`config.mk`:
```
export PLATFORM = sky130hd
export DESIGN_NAME = uart_dbuf_port
export DESIGN_NICKNAME = d
export VERILOG_FILES = /design/src/rtl/uart_dbuf_pkg.sv /design/src/rtl/uart_tx_path.sv /design/src/rtl/uart_rx_path.sv /design/src/rtl/uart_dbuf_port.sv
export SDC_FILE = /design/constraint.sdc
export NUM_CORES = 1
export LEC_CHECK = 0
export BUFFER_PORTS_ARGS = -buffer_cell sky130_fd_sc_hd__buf_2
export CORE_UTILIZATION = 51
export CTS_CLUSTER_SIZE = 24
export DETAILED_ROUTE_END_ITERATION = 8
export PLACE_DENSITY = 0.82
export SYNTH_ARGS = -nofsm -noshare
export SYNTH_HDL_FRONTEND = slang
export SYNTH_SLANG_ARGS = --single-unit
```
`constraint.sdc`:
```
create_clock -name clk -period 1.9 [get_ports clk]
set_input_delay 0 -clock clk [delete_from_list [all_inputs] [get_ports clk]]
set_output_delay 0 -clock clk [all_outputs]
set_load 0.03 [all_outputs]
```
`src/rtl/uart_dbuf_pkg.sv`:
```
package uart_dbuf_pkg;
    typedef enum logic [1:0] {
        TX_IDLE  = 2'd0,
        TX_START = 2'd1,
        TX_DATA  = 2'd2,
        TX_STOP  = 2'd3
    } tx_state_e;

    typedef enum logic [1:0] {
        RX_IDLE  = 2'd0,
        RX_START = 2'd1,
        RX_DATA  = 2'd2,
        RX_STOP  = 2'd3
    } rx_state_e;
endpackage

```
`src/rtl/uart_tx_path.sv`:
```
module uart_tx_path
    import uart_dbuf_pkg::*;
#(
    parameter int DATA_W = 8
) (
    input  logic              clk,
    input  logic              rst_n,
    input  logic              bit_tick,
    input  logic              wr_load,
    input  logic [DATA_W-1:0] wr_data,
    input  logic              clr_flag,
    output logic              txd,
    output logic              loaded_flag
);
    localparam int BW = (DATA_W > 1) ? $clog2(DATA_W) : 1;
    localparam logic [BW-1:0] LAST = BW'(DATA_W - 1);

    tx_state_e         state, state_nx;
    logic [DATA_W-1:0] hold_q;
    logic              hold_full;
    logic [DATA_W-1:0] shift_q;
    logic [BW-1:0]     bit_cnt;
    logic              xfer;

    assign xfer = bit_tick && hold_full &&
                  (state == TX_IDLE || state == TX_STOP);

    // state register
    always_ff @(posedge clk or negedge rst_n) begin
        if (!rst_n) state <= TX_IDLE;
        else        state <= state_nx;
    end

    always_comb begin
        state_nx = state;
        unique case (state)
            TX_IDLE:  if (xfer) state_nx = TX_START;
            TX_START: if (bit_tick) state_nx = TX_DATA;
            TX_DATA:  if (bit_tick && bit_cnt == LAST) state_nx = TX_STOP;
            TX_STOP:  if (bit_tick) state_nx = hold_full ? TX_START : TX_IDLE;
        endcase
    end

    // outputs and datapath
    always_ff @(posedge clk or negedge rst_n) begin
        if (!rst_n) begin
            txd         <= 1'b1;
            hold_q      <= '0;
            hold_full   <= 1'b0;
            shift_q     <= '0;
            bit_cnt     <= '0;
            loaded_flag <= 1'b0;
        end else begin
            if (xfer) begin
                shift_q   <= hold_q;
                hold_full <= 1'b0;
                txd       <= 1'b0;
            end else if (bit_tick) begin
                unique case (state)
                    TX_START: begin
                        txd     <= shift_q[0];
                        shift_q <= shift_q >> 1;
                        bit_cnt <= '0;
                    end
                    TX_DATA: begin
                        if (bit_cnt == LAST) begin
                            txd <= 1'b1;
                        end else begin
                            txd     <= shift_q[0];
                            shift_q <= shift_q >> 1;
                            bit_cnt <= bit_cnt + 1'b1;
                        end
                    end
                    TX_IDLE, TX_STOP: txd <= 1'b1;
                endcase
            end
            if (wr_load) begin
                hold_q    <= wr_data;
                hold_full <= 1'b1;
            end
            if (xfer)          loaded_flag <= 1'b1;
            else if (clr_flag) loaded_flag <= 1'b0;
        end
    end

    assert_idle_high_R2: assert property (@(posedge clk) disable iff (!rst_n)
        (state == TX_IDLE) |-> txd);
    assert_start_low_R2: assert property (@(posedge clk) disable iff (!rst_n)
        (state == TX_START) |-> !txd);
    assert_flag_on_load_R4: assert property (@(posedge clk) disable iff (!rst_n)
        xfer |=> loaded_flag);
    assert_hold_kept_R3: assert property (@(posedge clk) disable iff (!rst_n)
        (hold_full && !xfer) |=> hold_full);
endmodule

```
`src/rtl/uart_rx_path.sv`:
```
module uart_rx_path
    import uart_dbuf_pkg::*;
#(
    parameter int DATA_W = 8,
    parameter int OSR    = 16
) (
    input  logic              clk,
    input  logic              rst_n,
    input  logic              sample_tick,
    input  logic              rxd,
    input  logic              clr_full,
    input  logic              clr_ovr,
    input  logic              clr_ferr,
    output logic [DATA_W-1:0] buf_q,
    output logic              full_flag,
    output logic              ovr_flag,
    output logic              ferr_flag
);
    localparam int BW = (DATA_W > 1) ? $clog2(DATA_W) : 1;
    localparam int OW = $clog2(OSR);
    localparam logic [BW-1:0] LAST = BW'(DATA_W - 1);
    localparam logic [OW-1:0] MID  = OW'(OSR / 2 - 1);
    localparam logic [OW-1:0] FULL = OW'(OSR - 1);

    rx_state_e         state, state_nx;
    logic [1:0]        sync_q;
    logic              rx_s;
    logic [OW-1:0]     os_cnt;
    logic [BW-1:0]     bit_cnt;
    logic [DATA_W-1:0] shift_q;
    logic              stop_point;

    assign rx_s       = sync_q[1];
    assign stop_point = sample_tick && (state == RX_STOP) && (os_cnt == FULL);

    always_ff @(posedge clk or negedge rst_n) begin
        if (!rst_n) sync_q <= 2'b11;
        else        sync_q <= {sync_q[0], rxd};
    end

    // state register
    always_ff @(posedge clk or negedge rst_n) begin
        if (!rst_n) state <= RX_IDLE;
        else        state <= state_nx;
    end

    always_comb begin
        state_nx = state;
        if (sample_tick) begin
            unique case (state)
                RX_IDLE:  if (!rx_s) state_nx = RX_START;
                RX_START: if (os_cnt == MID) state_nx = rx_s ? RX_IDLE : RX_DATA;
                RX_DATA:  if (os_cnt == FULL && bit_cnt == LAST) state_nx = RX_STOP;
                RX_STOP:  if (os_cnt == FULL) state_nx = RX_IDLE;
            endcase
        end
    end

    // outputs and datapath
    always_ff @(posedge clk or negedge rst_n) begin
        if (!rst_n) begin
            os_cnt    <= '0;
            bit_cnt   <= '0;
            shift_q   <= '0;
            buf_q     <= '0;
            full_flag <= 1'b0;
            ovr_flag  <= 1'b0;
            ferr_flag <= 1'b0;
        end else begin
            if (sample_tick) begin
                unique case (state)
                    RX_IDLE: os_cnt <= '0;
                    RX_START: begin
                        if (os_cnt == MID) begin
                            os_cnt  <= '0;
                            bit_cnt <= '0;
                        end else begin
                            os_cnt <= os_cnt + 1'b1;
                        end
                    end
                    RX_DATA: begin
                        if (os_cnt == FULL) begin
                            os_cnt  <= '0;
                            shift_q <= {rx_s, shift_q[DATA_W-1:1]};
                            bit_cnt <= bit_cnt + 1'b1;
                        end else begin
                            os_cnt <= os_cnt + 1'b1;
                        end
                    end
                    RX_STOP: os_cnt <= (os_cnt == FULL) ? '0 : os_cnt + 1'b1;
                endcase
            end

            if (stop_point && rx_s && !full_flag) begin
                buf_q     <= shift_q;
                full_flag <= 1'b1;
            end else if (clr_full) begin
                full_flag <= 1'b0;
            end

            if (stop_point && rx_s && full_flag) ovr_flag <= 1'b1;
            else if (clr_ovr)                    ovr_flag <= 1'b0;

            if (stop_point && !rx_s) ferr_flag <= 1'b1;
            else if (clr_ferr)       ferr_flag <= 1'b0;
        end
    end

    assert_buf_kept_when_full_R7: assert property (@(posedge clk) disable iff (!rst_n)
        (full_flag && !clr_full) |=> ($stable(buf_q) && full_flag));
    assert_ferr_not_delivered_R8: assert property (@(posedge clk) disable iff (!rst_n)
        $rose(ferr_flag) |-> !$rose(full_flag));
    assert_glitch_back_idle_R9: assert property (@(posedge clk) disable iff (!rst_n)
        (state == RX_START && sample_tick && os_cnt == MID && rx_s) |=>
        (state == RX_IDLE && $stable(full_flag)));
    assert_one_flag_event_R5: assert property (@(posedge clk) disable iff (!rst_n)
        $countones({$rose(full_flag), $rose(ovr_flag), $rose(ferr_flag)}) <= 1);
endmodule

```
`src/rtl/uart_dbuf_port.sv`:
```
module uart_dbuf_port #(
    parameter int          ADDR_W    = 8,
    parameter int          DATA_W    = 8,
    parameter int          OSR       = 16,
    parameter logic [7:0]  DATA_ADDR = 8'h99,
    parameter logic [7:0]  STAT_ADDR = 8'h98
) (
    input  logic              clk,
    input  logic              rst_n,
    input  logic [ADDR_W-1:0] bus_addr,
    input  logic              bus_wr,
    input  logic              bus_rd,
    input  logic [DATA_W-1:0] bus_wdata,
    output logic [DATA_W-1:0] bus_rdata,
    input  logic              bit_tick,
    input  logic              sample_tick,
    input  logic              rxd,
    output logic              txd,
    output logic              tx_loaded,
    output logic              rx_full,
    output logic              rx_overrun,
    output logic              rx_frame_err
);
    logic              sel_data, sel_stat;
    logic              wr_data, wr_stat;
    logic [DATA_W-1:0] rx_buf;

    assign sel_data = (bus_addr == ADDR_W'(DATA_ADDR));
    assign sel_stat = (bus_addr == ADDR_W'(STAT_ADDR));
    assign wr_data  = bus_wr && sel_data;
    assign wr_stat  = bus_wr && sel_stat;
    assign bus_rdata = (bus_rd && sel_data) ? rx_buf : '0;

    uart_tx_path #(.DATA_W(DATA_W)) u_tx (
        .clk         (clk),
        .rst_n       (rst_n),
        .bit_tick    (bit_tick),
        .wr_load     (wr_data),
        .wr_data     (bus_wdata),
        .clr_flag    (wr_stat && bus_wdata[0]),
        .txd         (txd),
        .loaded_flag (tx_loaded)
    );

    uart_rx_path #(.DATA_W(DATA_W), .OSR(OSR)) u_rx (
        .clk         (clk),
        .rst_n       (rst_n),
        .sample_tick (sample_tick),
        .rxd         (rxd),
        .clr_full    (wr_stat && bus_wdata[1]),
        .clr_ovr     (wr_stat && bus_wdata[2]),
        .clr_ferr    (wr_stat && bus_wdata[3]),
        .buf_q       (rx_buf),
        .full_flag   (rx_full),
        .ovr_flag    (rx_overrun),
        .ferr_flag   (rx_frame_err)
    );

    assert_read_other_zero_R1: assert property (@(posedge clk) disable iff (!rst_n)
        (bus_rd && !sel_data) |-> (bus_rdata == '0));
    assert_status_write_no_load_R10: assert property (@(posedge clk) disable iff (!rst_n)
        (wr_stat && !bit_tick && !tx_loaded) |=> !tx_loaded);
endmodule

```
======== Yosys cells after proc, flatten, opt, wreduce, memory -nomap -nowiden ========
Index checks and enable logic that the tools add are counted.
word-level totals
  logic and storage cells ................. 121
  input bits .............................. 23
  output and inout bits ................... 13
  bits in registers ....................... 54
cells by class
  reduce and logical (&&, ||, !) cells .... 39
  equal/unequal tests ..................... 23
  bitwise gates (word level) .............. 1
  mux-type cells .......................... 39
  add/subtract/negate cells ............... 3
operators with widths
  kind                 count
  $mux 8               4
  $mux 2               9
  $logic_and 1x1->1    17
  $eq 8x8->1 const B   2
  $pmux 2 s4           2
  $pmux 8 s2           1
  $reduce_bool 2->1    8
  $mux 1               14
  $pmux 3 s2           2
  $pmux 4 s3           1
  $reduce_and 4->1     3
  $ne 2x1->1 const B   5
  $ne 2x2->1 const B   5
  $mux 3               3
  $eq 2x2->1 const B   4
  $mux 4               2
  $add 3x1->3 const B  2
  $eq 3x3->1 const B   2
  $reduce_and 3->1     2
  $reduce_and 5->1     1
  $add 4x1->4 const B  1
  $eq 2x1->1 const B   2
  $eq 4x3->1 const B   1
  $eq 4x4->1 const B   1
  other kinds (8)      11

======== Longest topological paths before layout ========
Gate-level depths: netlist (run 1).
  depth in word-level cells ............... 6
  gate-level depth with buffers ........... 8
  mapped depth without buffers ............ 6

======== Modules after synthesis ========
From an unflattened synthesis (run 1), not the netlist that was laid out.
second synthesis, totals
  cells, all modules ...................... 249
  area total of the unflattened synthesis .. 2819.0 um^2
modules (own cells, without submodules)
  module          cells an instance  times used  sequential area each (um^2)  area each (um^2)
  uart_rx_path    108                1           753.2                        1341.3
  uart_tx_path    109                1           601.8                        1287.5
  uart_dbuf_port  32                 1           0.0                          190.2

======== Worst setup path before layout (run 1) ========
Ideal clock, no wire load.
  path kind ............................... flip-flop to flip-flop
  from .................................... reg u_tx.state[0]
  to ...................................... reg u_tx.bit_cnt[0]
  path slack .............................. 0.086 ns
  arrival ................................. 1.689 ns
  clock period less this slack ............ 1.814 ns
  path buffers ............................ 1
  stages on the path, launching flop included .. 7
  data required time ...................... 1.775 ns
  setup time .............................. 0.125 ns
  path through ............................ dfrtp_1 -> inv_1 -> ha_1 -> nand2_1 -> a21oi_1 -> buf_2 -> mux2_2
on the way
  longest elaborated chain between the ends .. 5
  elaborated cells on any way between the ends .. 11
  classes of those cells .................. eq/ne: 4; mux: 1; bitwise: 1; reduce/logical: 5
RTL lines
  what                                           line                source
  start: declaration                             uart_tx_path.sv:18  tx_state_e state, state_nx;
  start signal: assignment                       uart_tx_path.sv:31  else state <= state_nx;
  $eq 2x2->1 or $logic_not 2->1 (tied branches)  uart_tx_path.sv:26  (state == TX_IDLE || state == TX_STOP);
  $logic_or 1x1->1                               uart_tx_path.sv:26
  $logic_and 1x1->1                              uart_tx_path.sv:25  assign xfer = bit_tick && hold_full &&
  $not 1->1 (no line)                            -
  $reduce_and 4->1 (no line)                     -
  end signal: assignment                         uart_tx_path.sv:71  bit_cnt <= bit_cnt + 1'b1;
  end: declaration                               uart_tx_path.sv:22  logic [BW-1:0] bit_cnt;
Parallel ways exist; a longest one is shown, timed or not.
A chain may end at the register's enable or synchronous reset.

======== Worst setup path after layout (run 1) ========
  from .................................... reg u_tx.state[0]
  to ...................................... reg u_tx.state[0]
on the way
  longest elaborated chain between the ends .. 5
  elaborated cells on any way between the ends .. 12
  classes of those cells .................. eq/ne: 7; mux: 1; reduce/logical: 4
RTL lines
  what                                           line
  $eq 2x2->1 or $logic_not 2->1 (tied branches)  uart_tx_path.sv:26, uart_tx_path.sv:36
  $logic_or 1x1->1                               uart_tx_path.sv:26
  $logic_and 1x1->1                              uart_tx_path.sv:25
  $ne 2x1->1 (no line)                           -
  $reduce_and 4->1 (no line)                     -
Parallel ways exist; a longest one is shown, timed or not.

==> qor.json, run 1 <==
{
  "dieArea_sq_um": 5490,
  "final_min_period_over_clock_period_pct": 96.5,
  "worst_setup_path_start_kind": "register",
  "core-area_sq_um": 4850,
  "clock_tree_from_tritoncts": "done",
  "start_util_pct": 54.7,
  "fmax_mhz": 545,
  "routabilityCongestion": 0.802,
  "final_cell_mix": "sky130_fd_sc_hd__dfrtp_1 (51), sky130_fd_sc_hd__buf_2 (35), sky130_fd_sc_hd__mux2_4 (16), sky130_fd_sc_hd__nand2_1 (14), sky130_fd_sc_hd__ha_1 (14)",
  "grt_overflow": 0,
  "clkTransAtPathRegs_ps": 90,
  "drt_pass1_iterations": 7,
  "worst_ir_drop_vdd_v": 0.000629,
  "tns_ps": 0,
  "ant_nets": 0,
  "critical_path_peak_fanout": 5,
  "global_route.usage.total_pct": 18.9,
  "grt_first_pass_wirelength_mm": 7.91,
  "detail_route.drc_violations": 0,
  "synth-warning-count": 0,
  "finalHoldViolCount": 0,
  "max-clock-path-buffers": 2,
  "chipHeight_microns": 74.1,
  "synth_cells": 212,
  "finalWorstSetupSlack_ps": 65.7,
  "relSlewSlack_pct": 61.8,
  "layout.core_utilization_pct": 65.6,
  "critical_path_required_ps": 2120,
  "postPlaceCellArea_sq_um": 2940,
  "post_synth.cell_area_avg_sq_um": 12.5,
  "hold_path_startpoint": "bit_tick",
  "detailedPlacementHpwl_mm": 3.33,
  "worstSetupEndpointType": "register",
  "postRouteWirelength_mm": 4.81,
  "crit_path_start": "u_tx.state[0]",
  "ys.flop_type": "sky130_fd_sc_hd__dfrtp_1",
  "outcome": "completed",
  "postLayoutCellArea_sq_um": 3180,
  "clk_root_buffer_cell": "sky130_fd_sc_hd__clkbuf_8",
  "power.density_nw_per_um2": 997,
  "syn-num-nets": 251,
  "worst_ep_arrival_time_ps": 2050,
  "post_synthesis_share_of_cell_area_spent_on_full_adders_half_adders_and_majority_gates_pct": 7.55,
  "rows": 25,
  "power.leakage_nw": 1.64,
  "clock_skew_ps": 11.9,
  "flow.area_growth_from_synthesis_pct": 20.0,
  "number_of_violations_reported_at_the_end_of_detailed_routing_iteration_0": 81,
  "initial_antenna_violation_count": 0,
  "report.power.total_mw": 3.17,
  "cts.sink_count": 54,
  "die_width_microns": 74.1,
  "synth_cell_types": 44,
  "overall_via_count_from_detail_route": 1768,
  "worst_slew_pin_slew_ps": 573,
  "final_setup_violating_endpoints": 0,
  "synth-xor-area-share_pct": 0,
  "antenna-diode-count": 0,
  "final_layout_size_suffix_gt1_share_pct": 32.7,
  "r2r_start": "u_tx.state[0]",
  "leading_cell_type_in_the_layout_fill_and_taps_excluded": "sky130_fd_sc_hd__dfrtp_1",
  "pre_cts_setup_slack_ps": 50.4,
  "final_net_count": 307,
  "cts_made_buffers": 5,
  "worst_skew_pair.late_latency_ps": 310,
  "syn-cell-area_sq_um": 2650,
  "via_per_instance_ratio": 5.26,
  "synth-simple-area-share_pct": 11.8,
  "ys_ff_latch": 54,
  "number_of_enable_flip_flop_cells_after_synthesis": 0,
  "async_flop_share_pct": 100,
  "max_cap_violations": 0,
  "post-route-min-period_ps": 1830,
  "holdCritPathClass": "in2reg",
  "routed_wire_length_per_instance_microns": 14.3,
  "report.final.slew_viol_count": 0,
  "largest_family_of_logic_cells_by_synthesized_area": "multiplexers",
  "cts.htree.levels": 2,
  "buffer_ports.inserted": 35,
  "synth_compound_area_share_pct": 11.4,
  "grt_max_degree": 55,
  "timing_worst_setup_path_type": "reg2reg",
  "io_pins": 36,
  "ys_seq_area_share_pct": 51.1,
  "via_count_of_the_first_global_routing_pass": 1786,
  "synth.mux.area_fraction_pct": 15.3
}
[area by class of cell]
class / count / area (sq um)
Fill cell: 390 / 1670
Sequential cell: 54 / 1360
Multi-Input combinational cell: 142 / 1240
Timing Repair Buffer: 54 / 358
Tap cell: 67 / 83.8
Clock buffer: 6 / 82.6
Inverter: 11 / 41.3
Clock inverter: 2 / 16.3
[what timing repair did]
action	in CTS	in global routing
endpoints found under the setup margin	0	8
setup buffers	0	1
gates resized for setup	0	4
endpoints found under the hold margin	69	0
hold buffers	11	0
[final timing paths]
check	slack, ps	cells past startpoint	end
min in group asynchronous	190	3	u_tx.shift_q[7]
max in group asynchronous	1390	3	u_rx.sync_q[1]
hold / removal	20	2	u_tx.txd
setup / recovery	70	6	u_tx.state[0]
setup reg to reg	70	6	u_tx.state[0]
hold reg to reg	360	0	u_rx.sync_q[1]
[logic make-up after synthesis]
| kind of cell | after synthesis |
|---|---|
| flops | 54 |
| simple gates | 53 |
| compound gates | 42 |
| mux | 31 |
| buf+inv | 16 |
| fa+ha+maj | 16 |
[report_power, final]
part	leakage (nW)	internal (mW)	switching, mW
logic	0.882	0.491	0.492
clock network	0.0478	0.301	0.379
registers	0.715	1.36	0.154
total	1.64	2.15	1.02
[Yosys cell counts, types with 2 or more instances]
cell type | instances | share of area (%)
sky130_fd_sc_hd__dfrtp_1 | 51 | 48
sky130_fd_sc_hd__ha_1 | 16 | 7.6
sky130_fd_sc_hd__mux2_4 | 16 | 9.1
sky130_fd_sc_hd__nand2_1 | 14 | 2.0
sky130_fd_sc_hd__inv_1 | 11 | 1.6
sky130_fd_sc_hd__mux2_2 | 11 | 4.7
sky130_fd_sc_hd__and2_1 | 8 | 1.9
sky130_fd_sc_hd__o21ai_0 | 8 | 1.5
sky130_fd_sc_hd__a22o_1 | 7 | 2.3
sky130_fd_sc_hd__a21o_1 | 5 | 1.4
sky130_fd_sc_hd__nand3_1 | 5 | 0.94
sky130_fd_sc_hd__a21oi_1 | 4 | 0.76
sky130_fd_sc_hd__mux2i_1 | 4 | 1.5
sky130_fd_sc_hd__nand3b_1 | 4 | 1.1
sky130_fd_sc_hd__nor2_1 | 4 | 0.57
sky130_fd_sc_hd__dfstp_2 | 3 | 3.0
sky130_fd_sc_hd__nor3_1 | 3 | 0.57
sky130_fd_sc_hd__a211oi_1 | 2 | 0.57
sky130_fd_sc_hd__a221oi_1 | 2 | 0.66
sky130_fd_sc_hd__a22oi_1 | 2 | 0.57
sky130_fd_sc_hd__a31oi_1 | 2 | 0.47
sky130_fd_sc_hd__and4_1 | 2 | 0.66
sky130_fd_sc_hd__buf_2 | 2 | 0.38
sky130_fd_sc_hd__buf_6 | 2 | 0.85
sky130_fd_sc_hd__nand2b_1 | 2 | 0.47
sky130_fd_sc_hd__nor2b_1 | 2 | 0.47
sky130_fd_sc_hd__nor4bb_1 | 2 | 0.76
sky130_fd_sc_hd__o32ai_1 | 2 | 0.66
[registers in the layout (all words and copies together), names as in the netlist, named ones only]
name	flops
u_rx.full_flag	1
u_rx.ferr_flag	1
u_rx.os_cnt	4
u_rx.bit_cnt	3
u_rx.buf_q	8
u_tx.hold_full	1
u_tx.state	2
u_rx.shift_q	8
u_tx.loaded_flag	1
u_rx.ovr_flag	1
u_tx.txd	1
u_rx.state	1
u_rx.sync_q	2
u_tx.hold_q	8
u_tx.shift_q	8
u_tx.bit_cnt	3
[through the flow]
| step | hold WS (ps) | instances |
|---|---|---|
| after floorplan | -296 | 212 |
| after global placement | 13.5 | 316 |
| after detailed placement | 16.0 | 316 |
| after CTS | 4.75 | 335 |
| after global routing | 11.5 | 336 |
| final | 19.6 | 336 |
[worst max-delay path, cell delays in order, from the launching register on]
cell and delay, ps:
sky130_fd_sc_hd__dfrtp_1 430, sky130_fd_sc_hd__inv_1 200, sky130_fd_sc_hd__ha_4 250, sky130_fd_sc_hd__nand3b_1 220, sky130_fd_sc_hd__a211oi_2 300, sky130_fd_sc_hd__o21ai_0 150
sky130_fd_sc_hd__a22oi_1 210
[per-layer routing]
metal / up-vias / share of wire, % / GRT usage, %
met1: 865 / 46 / 25.3
met4: 0 / 0.65 / 5.56
met5: - / 0 / 0
li1: 872 / - / -
met3: 4 / 2.6 / 3.66
met2: 27 / 50 / 31.2
No activity file was read; power rests on OpenSTA's default activity.
==> run 2, diff against run 1 <==
--- a/config.mk
+++ b/config.mk
@@ -6,10 +6,12 @@
 export NUM_CORES = 1
 export LEC_CHECK = 0
 export BUFFER_PORTS_ARGS = -buffer_cell sky130_fd_sc_hd__buf_2
-export CORE_UTILIZATION = 51
+export CORE_UTILIZATION = 52
 export CTS_CLUSTER_SIZE = 24
 export DETAILED_ROUTE_END_ITERATION = 8
-export PLACE_DENSITY = 0.82
+export HOLD_SLACK_MARGIN = 0.1
+export PLACE_DENSITY = 0.83
 export SYNTH_ARGS = -nofsm -noshare
 export SYNTH_HDL_FRONTEND = slang
+export SYNTH_HIERARCHICAL = 1
 export SYNTH_SLANG_ARGS = --single-unit
==> qor.json, run 2 <==
{
  "clk_root_buffer_cell": "sky130_fd_sc_hd__clkbuf_8",
  "leading_cell_type_in_the_layout_fill_and_taps_excluded": "sky130_fd_sc_hd__dfrtp_1",
  "ys_ff_latch": 54,
  "layout.core_utilization_pct": 63.9,
  "grtUsageMet3_pct": 4.76,
  "timing.critical_path.slowest_stage_cell": "sky130_fd_sc_hd__dfrtp_2",
  "critical_path_peak_fanout": 15,
  "grt_max_degree": 55,
  "clkTransAtPathRegs_ps": 100,
  "synth-xor-area-share_pct": 0.311,
  "synth.mux.area_fraction_pct": 11.9,
  "synth-warning-count": 6,
  "cts_made_buffers": 5,
  "worstSetupEndpointType": "register",
  "post_cts.repair.setup_buffers": 0,
  "ys_seq_area_share_pct": 48.1,
  "stdcell_count": 364,
  "hold_path_cells": 5,
  "postPlaceCellArea_sq_um": 3060,
  "chipHeight_microns": 75.6,
  "synth-simple-area-share_pct": 14.2,
  "power.density_nw_per_um2": 1090,
  "post_synth_main_area_contributors": "sky130_fd_sc_hd__dfrtp_1 (45%), sky130_fd_sc_hd__mux2_2 (11%), sky130_fd_sc_hd__ha_1 (4.4%)",
  "antenna-diode-count": 0,
  "outcome": "completed",
  "rsz0062_at_grt": "no",
  "synth_compound_area_share_pct": 15.3,
  "hold_path_startpoint": "bus_wr",
  "dp_cells": 346,
  "syn-num-nets": 282,
  "power.leakage_nw": 1.59,
  "report.power.total_mw": 3.61,
  "yosysMostFrequentCell": "sky130_fd_sc_hd__dfrtp_1",
  "gr-usage-met2_pct": 35.6,
  "die_width_microns": 75.6,
  "post_synthesis_share_of_cell_area_spent_on_full_adders_half_adders_and_majority_gates_pct": 4.44,
  "worst_ep_arrival_time_ps": 2000,
  "yosys.area.top_type": "sky130_fd_sc_hd__dfrtp_1",
  "drt_pass1_iterations": 4,
  "holdCritPathClass": "in2reg",
  "routed_wire_length_per_instance_microns": 15.5,
  "yosys-top-cells-count": "sky130_fd_sc_hd__dfrtp_1 (51), sky130_fd_sc_hd__mux2_2 (27), sky130_fd_sc_hd__nand2_1 (19), sky130_fd_sc_hd__inv_1 (16), sky130_fd_sc_hd__nand3_1 (13)",
  "postRouteWirelength_mm": 5.64,
  "synth_cell_types": 56,
  "io_pins": 36,
  "finalWorstSetupSlack_ps": 96.0,
  "async_flop_share_pct": 100,
  "critical_path_required_ps": 2090,
  "whs_ps": 109,
  "ys.flop_type": "sky130_fd_sc_hd__dfrtp_1",
  "r2r_start": "u_tx/state[0]",
  "max-clock-path-buffers": 2,
  "worst_ir_drop_vdd_v": 0.000685,
  "finalHoldViolCount": 0,
  "flow.area_growth_from_synthesis_pct": 17.2,
  "overall_via_count_from_detail_route": 2075,
  "area_share_of_the_leading_cell_type_in_the_synthesized_netlist_pct": 45.3,
  "rows": 26,
  "final_setup_violating_endpoints": 0,
  "number_of_enable_flip_flop_cells_after_synthesis": 0,
  "final_layout_size_suffix_gt1_share_pct": 35.4,
  "clock_tree_from_tritoncts": "done",
  "buffer_ports.inserted": 35,
  "post_synth.cell_area_avg_sq_um": 11.3,
  "worst_setup_path_start_kind": "register",
  "cp_cell_sequence": "inv_1 > ha_1 > nand2_2 > a41o_2 > o22a_1",
  "detail_route.drc_violations": 0,
  "synth_cells": 249,
  "syn-cell-area_sq_um": 2820,
  "clock_skew_ps": 5.44,
  "grt_first_pass_wirelength_mm": 9.00,
  "largest_family_of_logic_cells_by_synthesized_area": "compound AO/OA/AOI/OAI gates",
  "timing_worst_setup_path_type": "reg2reg",
  "detailedPlacementHpwl_mm": 3.77,
  "start_util_pct": 54.5,
  "final_min_period_over_clock_period_pct": 94.9,
  "worst_skew_pair.late_latency_ps": 300,
  "worst-r2r-cell-count": 5,
  "globalRoute.busiestLayer": "met2",
  "final_net_count": 327,
  "initial_antenna_violation_count": 0,
  "slowest_delay_ps": 450,
  "ant_nets": 0,
  "via_per_instance_ratio": 5.70,
  "cts.htree.levels": 2,
  "relSlewSlack_pct": 70.7,
  "fmax_mhz": 554,
  "grt_overflow": 0,
  "report.final.slew_viol_count": 0,
  "worst_slew_pin_slew_ps": 439,
  "pre_cts_setup_slack_ps": -28.3,
  "global_route.usage.total_pct": 20.8,
  "groute.layer.met1.usage_pct": 27.0,
  "number_of_violations_reported_at_the_end_of_detailed_routing_iteration_0": 95,
  "cts.sink_count": 54,
  "dieArea_sq_um": 5720,
  "final_cell_mix": "sky130_fd_sc_hd__dfrtp_1 (50), sky130_fd_sc_hd__buf_2 (35), sky130_fd_sc_hd__mux2_2 (27), sky130_fd_sc_hd__nand2_1 (18), sky130_fd_sc_hd__inv_1 (16)",
  "routabilityCongestion": 0.800,
  "via_count_of_the_first_global_routing_pass": 1990,
  "max_cap_violations": 0,
  "crit_path_start": "u_tx/state[0]",
  "core-area_sq_um": 5170,
  "post-route-min-period_ps": 1800,
  "tns_ps": 0,
  "postLayoutCellArea_sq_um": 3300
}
run 2: worst max-delay path, delay by kind of cell, from the launching register on:
kind | cells | cell delay [ps]
fa+ha+maj | 1 | 340
simple gates | 1 | 250
buf+inv | 1 | 150
compound gates | 2 | 500
flops | 1 | 450
run 2: area by class of cell:
| type | count | area, sq um |
|---|---|---|
| Timing Repair Buffer | 55 | 365 |
| Multi-Input combinational cell | 162 | 1320 |
| Sequential cell | 54 | 1360 |
| Clock inverter | 1 | 30.0 |
| Clock buffer | 6 | 82.6 |
| Fill cell | 392 | 1870 |
| Tap cell | 70 | 87.6 |
| Inverter | 16 | 60.1 |
run 2: per-layer routing:
metal | vias up | wire length [microns]
li1 | 1005 | -
met1 | 1032 | 2530
met2 | 33 | 2910
met3 | 5 | 158
met4 | 0 | 29
met5 | - | 0
run 2: what timing repair did:
action	in CTS	in global routing
hold endpoints to repair	69	0
hold buffers	11	0
gates resized for setup	1	6
pin swaps	0	1
setup endpoints to repair	8	21
run 2: power breakdown:
| part | total, mW | switching (mW) | internal (mW) |
|---|---|---|---|
| combinational | 1.30 | 0.664 | 0.632 |
| sequential | 1.53 | 0.176 | 1.35 |
| clock | 0.785 | 0.363 | 0.422 |
| total | 3.61 | 1.20 | 2.41 |
run 2: path summary, 6_finish.rpt:
check                                  endpoint  slack, ps
worst max-delay path            u_tx/shift_q[1]        100
worst max register to register  u_tx/shift_q[1]        100
worst min register to register   u_rx/sync_q[1]        360
worst min-delay path             u_rx/full_flag        110
max in group asynchronous              u_tx/txd       1390
min in group asynchronous       u_tx/bit_cnt[0]        200
run 2: cell families after synthesis:
kind of cell,Yosys count
multiplexers,30
XOR/XNOR,1
buffers and inverters,33
AND/OR/NAND/NOR,67
adder cells (fa/ha/maj),10
flip-flops,54
AO/OA/AOI/OAI,54
==> run 3, diff against run 2 <==
--- a/config.mk
+++ b/config.mk
@@ -6,11 +6,13 @@
 export NUM_CORES = 1
 export LEC_CHECK = 0
 export BUFFER_PORTS_ARGS = -buffer_cell sky130_fd_sc_hd__buf_2
+export CORE_MARGIN = 10
 export CORE_UTILIZATION = 52
 export CTS_CLUSTER_SIZE = 24
 export DETAILED_ROUTE_END_ITERATION = 8
 export HOLD_SLACK_MARGIN = 0.1
 export PLACE_DENSITY = 0.83
+export RECOVER_POWER = 50
 export SYNTH_ARGS = -nofsm -noshare
 export SYNTH_HDL_FRONTEND = slang
 export SYNTH_HIERARCHICAL = 1
==> qor.json, run 3 (synthesized netlist as in run 2, its figures left out) <==
{
  "r2r_end": "u_tx/state[1]",
  "detail_route.drc_violations": 0,
  "final_cell_mix": "sky130_fd_sc_hd__dfrtp_1 (50), sky130_fd_sc_hd__buf_2 (30), sky130_fd_sc_hd__mux2_2 (27), sky130_fd_sc_hd__nand2_1 (18), sky130_fd_sc_hd__inv_1 (16)",
  "postPlaceCellArea_sq_um": 3070,
  "postRouteWirelength_mm": 5.83,
  "report.final.slew_viol_count": 0,
  "share_clk_of_total_power_pct": 21.8,
  "holdCritPathClass": "in2reg",
  "cts.sink_count": 54,
  "clock_skew_ps": 10.4,
  "final_setup_violating_endpoints": 0,
  "routabilityCongestion": 0.828,
  "cp_cell_sequence": "inv_1 > ha_1 > nand3b_1 > a211oi_2 > mux2_2",
  "dieArea_sq_um": 8770,
  "total_buffers_and_inverters_traversed_by_the_critical_path": 1,
  "netSwitchingFraction_pct": 33.9,
  "postLayoutCellArea_sq_um": 3310,
  "drt_pass1_iterations": 4,
  "seqPwrFrac_pct": 42.3,
  "worstSetupEndpointType": "register",
  "worst_ir_drop_vdd_v": 0.000794,
  "rrSetupSlack_ps": 60,
  "detailedPlacementHpwl_mm": 4.07,
  "cellInternalPower_mw": 2.37,
  "overall_via_count_from_detail_route": 2111,
  "global_route.usage.total_pct": 13.6,
  "io_pins": 36,
  "worst_slew_pin_slew_ps": 1090,
  "worst-r2r-cell-count": 5,
  "critical_path_required_ps": 2100,
  "power.density_nw_per_um2": 1080,
  "final_net_count": 332,
  "worst_skew_pair.late_latency_ps": 310,
  "hold_path_cells": 4,
  "r2r_start": "u_tx/state[0]",
  "max-clock-path-buffers": 2,
  "clkTransAtPathRegs_ps": 100,
  "power.leakage_nw": 1.60,
  "leading_cell_type_in_the_layout_fill_and_taps_excluded": "sky130_fd_sc_hd__dfrtp_1",
  "report.power.total_mw": 3.59,
  "cts.htree.levels": 2,
  "fmax_mhz": 543,
  "critPathTopFamily": "flip-flops",
  "initial_antenna_violation_count": 0,
  "grt_overflow": 0,
  "timing_worst_setup_path_type": "reg2reg",
  "post-route-min-period_ps": 1840,
  "ant_nets": 0,
  "final_min_period_over_clock_period_pct": 96.9,
  "number_of_violations_reported_at_the_end_of_detailed_routing_iteration_0": 59,
  "worst_ep_arrival_time_ps": 2040,
  "start_util_pct": 54.5,
  "sink_of_the_worst_hold_path": "u_rx/full_flag",
  "outcome": "completed",
  "chipHeight_microns": 93.6,
  "fill_cells": 386,
  "hold_path_startpoint": "bus_addr[0]",
  "grt_first_pass_wirelength_mm": 9.85,
  "cts_made_buffers": 5,
  "relSlewSlack_pct": 27.1,
  "timing.critical_path.slowest_stage_cell": "sky130_fd_sc_hd__dfrtp_2",
  "power_frac_comb_pct": 35.9,
  "flow.area_growth_from_synthesis_pct": 17.4,
  "clk_root_buffer_cell": "sky130_fd_sc_hd__clkbuf_8",
  "critical_path_peak_fanout": 5,
  "switching_power_mw": 1.22,
  "finalHoldViolCount": 0,
  "via_count_of_the_first_global_routing_pass": 2152,
  "slowest_delay_ps": 420,
  "antenna-diode-count": 0,
  "rows": 26,
  "tns_ps": 0,
  "core-area_sq_um": 5170,
  "worst_setup_path_start_kind": "register",
  "clock_tree_from_tritoncts": "done",
  "max_cap_violations": 0,
  "routed_wire_length_per_instance_microns": 15.7,
  "buffer_ports.inserted": 35,
  "final_layout_size_suffix_gt1_share_pct": 34.3,
  "grt_max_degree": 35,
  "die_width_microns": 93.6,
  "via_per_instance_ratio": 5.71
}
[run 3: final cells by class]
| type | instances | area, sq um | share of cell area, % |
|---|---|---|---|
| flip-flops and latches | 54 | 1360 | 41.0 |
| multi-input cells | 162 | 1310 | 39.5 |
| repair buffers | 60 | 387 | 11.7 |
| well taps | 70 | 87.6 | 2.65 |
| clock buffers | 5 | 68.8 | 2.08 |
| inverters | 16 | 60.1 | 1.81 |
| clock inverters | 3 | 43.8 | 1.32 |
[run 3: repair_timing]
action	in CTS	in global routing
hold buffers	12	0
buffers inserted	0	3
endpoints found under the setup margin	2	16
gates resized for setup	2	3
endpoints found under the hold margin	68	0
[run 3: worst register-to-register path: cells and delay by family (launching register included)]
family                     cells  cell delay [ps]
buffers and inverters          1               90
adders and majority gates      1              360
and+or+nand+nor                1              230
muxes                          1              350
DFF                            1              420
AOI/OAI and AO/OA              1              280
[run 3: how the worst max path moves through the flow]
| stage | from | end | slack (ps) | cells past startpoint |
|---|---|---|---|---|
| final | u_tx/state[0] | u_tx/state[1] | 60 | 5 |
| after global routing | u_tx/state[1] | u_tx/state[1] | -10 | 5 |
| after CTS | u_tx/state[0] | u_tx/state[1] | 60 | 5 |
| after detailed placement | u_rx/os_cnt[0] | u_rx/buf_q[6] | 20 | 5 |
| after global placement | u_rx/os_cnt[0] | u_rx/buf_q[2] | 60 | 5 |
| after floorplan | u_tx/state[0] | u_tx/state[1] | 160 | 5 |
[run 3: power groups by stage]
stage	logic, mW	registers, mW	clock network [mW]
after floorplan	0.955	1.53	0
after global placement	1.15	1.52	0
after detailed placement	1.21	1.53	0
after CTS	1.23	1.52	0.806
after global routing	1.43	1.55	0.840
final	1.29	1.52	0.782
[run 3: metrics by stage]
step                hold WS (ps)  setup slack, ps  util [%]  instances
floorplan                   -296              160         -        249
global placement           -5.90             58.8      59.3        347
detailed placement         -8.46             16.2      59.3        347
CTS                          182             58.7      63.8        367
global route                 203            -10.2      64.0        370
finish                       192             58.0      64.0        370
[run 3: metal layers]
| layer | global-route usage [%] | wire, microns |
|---|---|---|
| met3 | 3.52 | 217 |
| met1 | 16.9 | 2600 |
| met4 | 3.80 | 90 |
| met2 | 22.6 | 2920 |
| met5 | 0 | 0 |
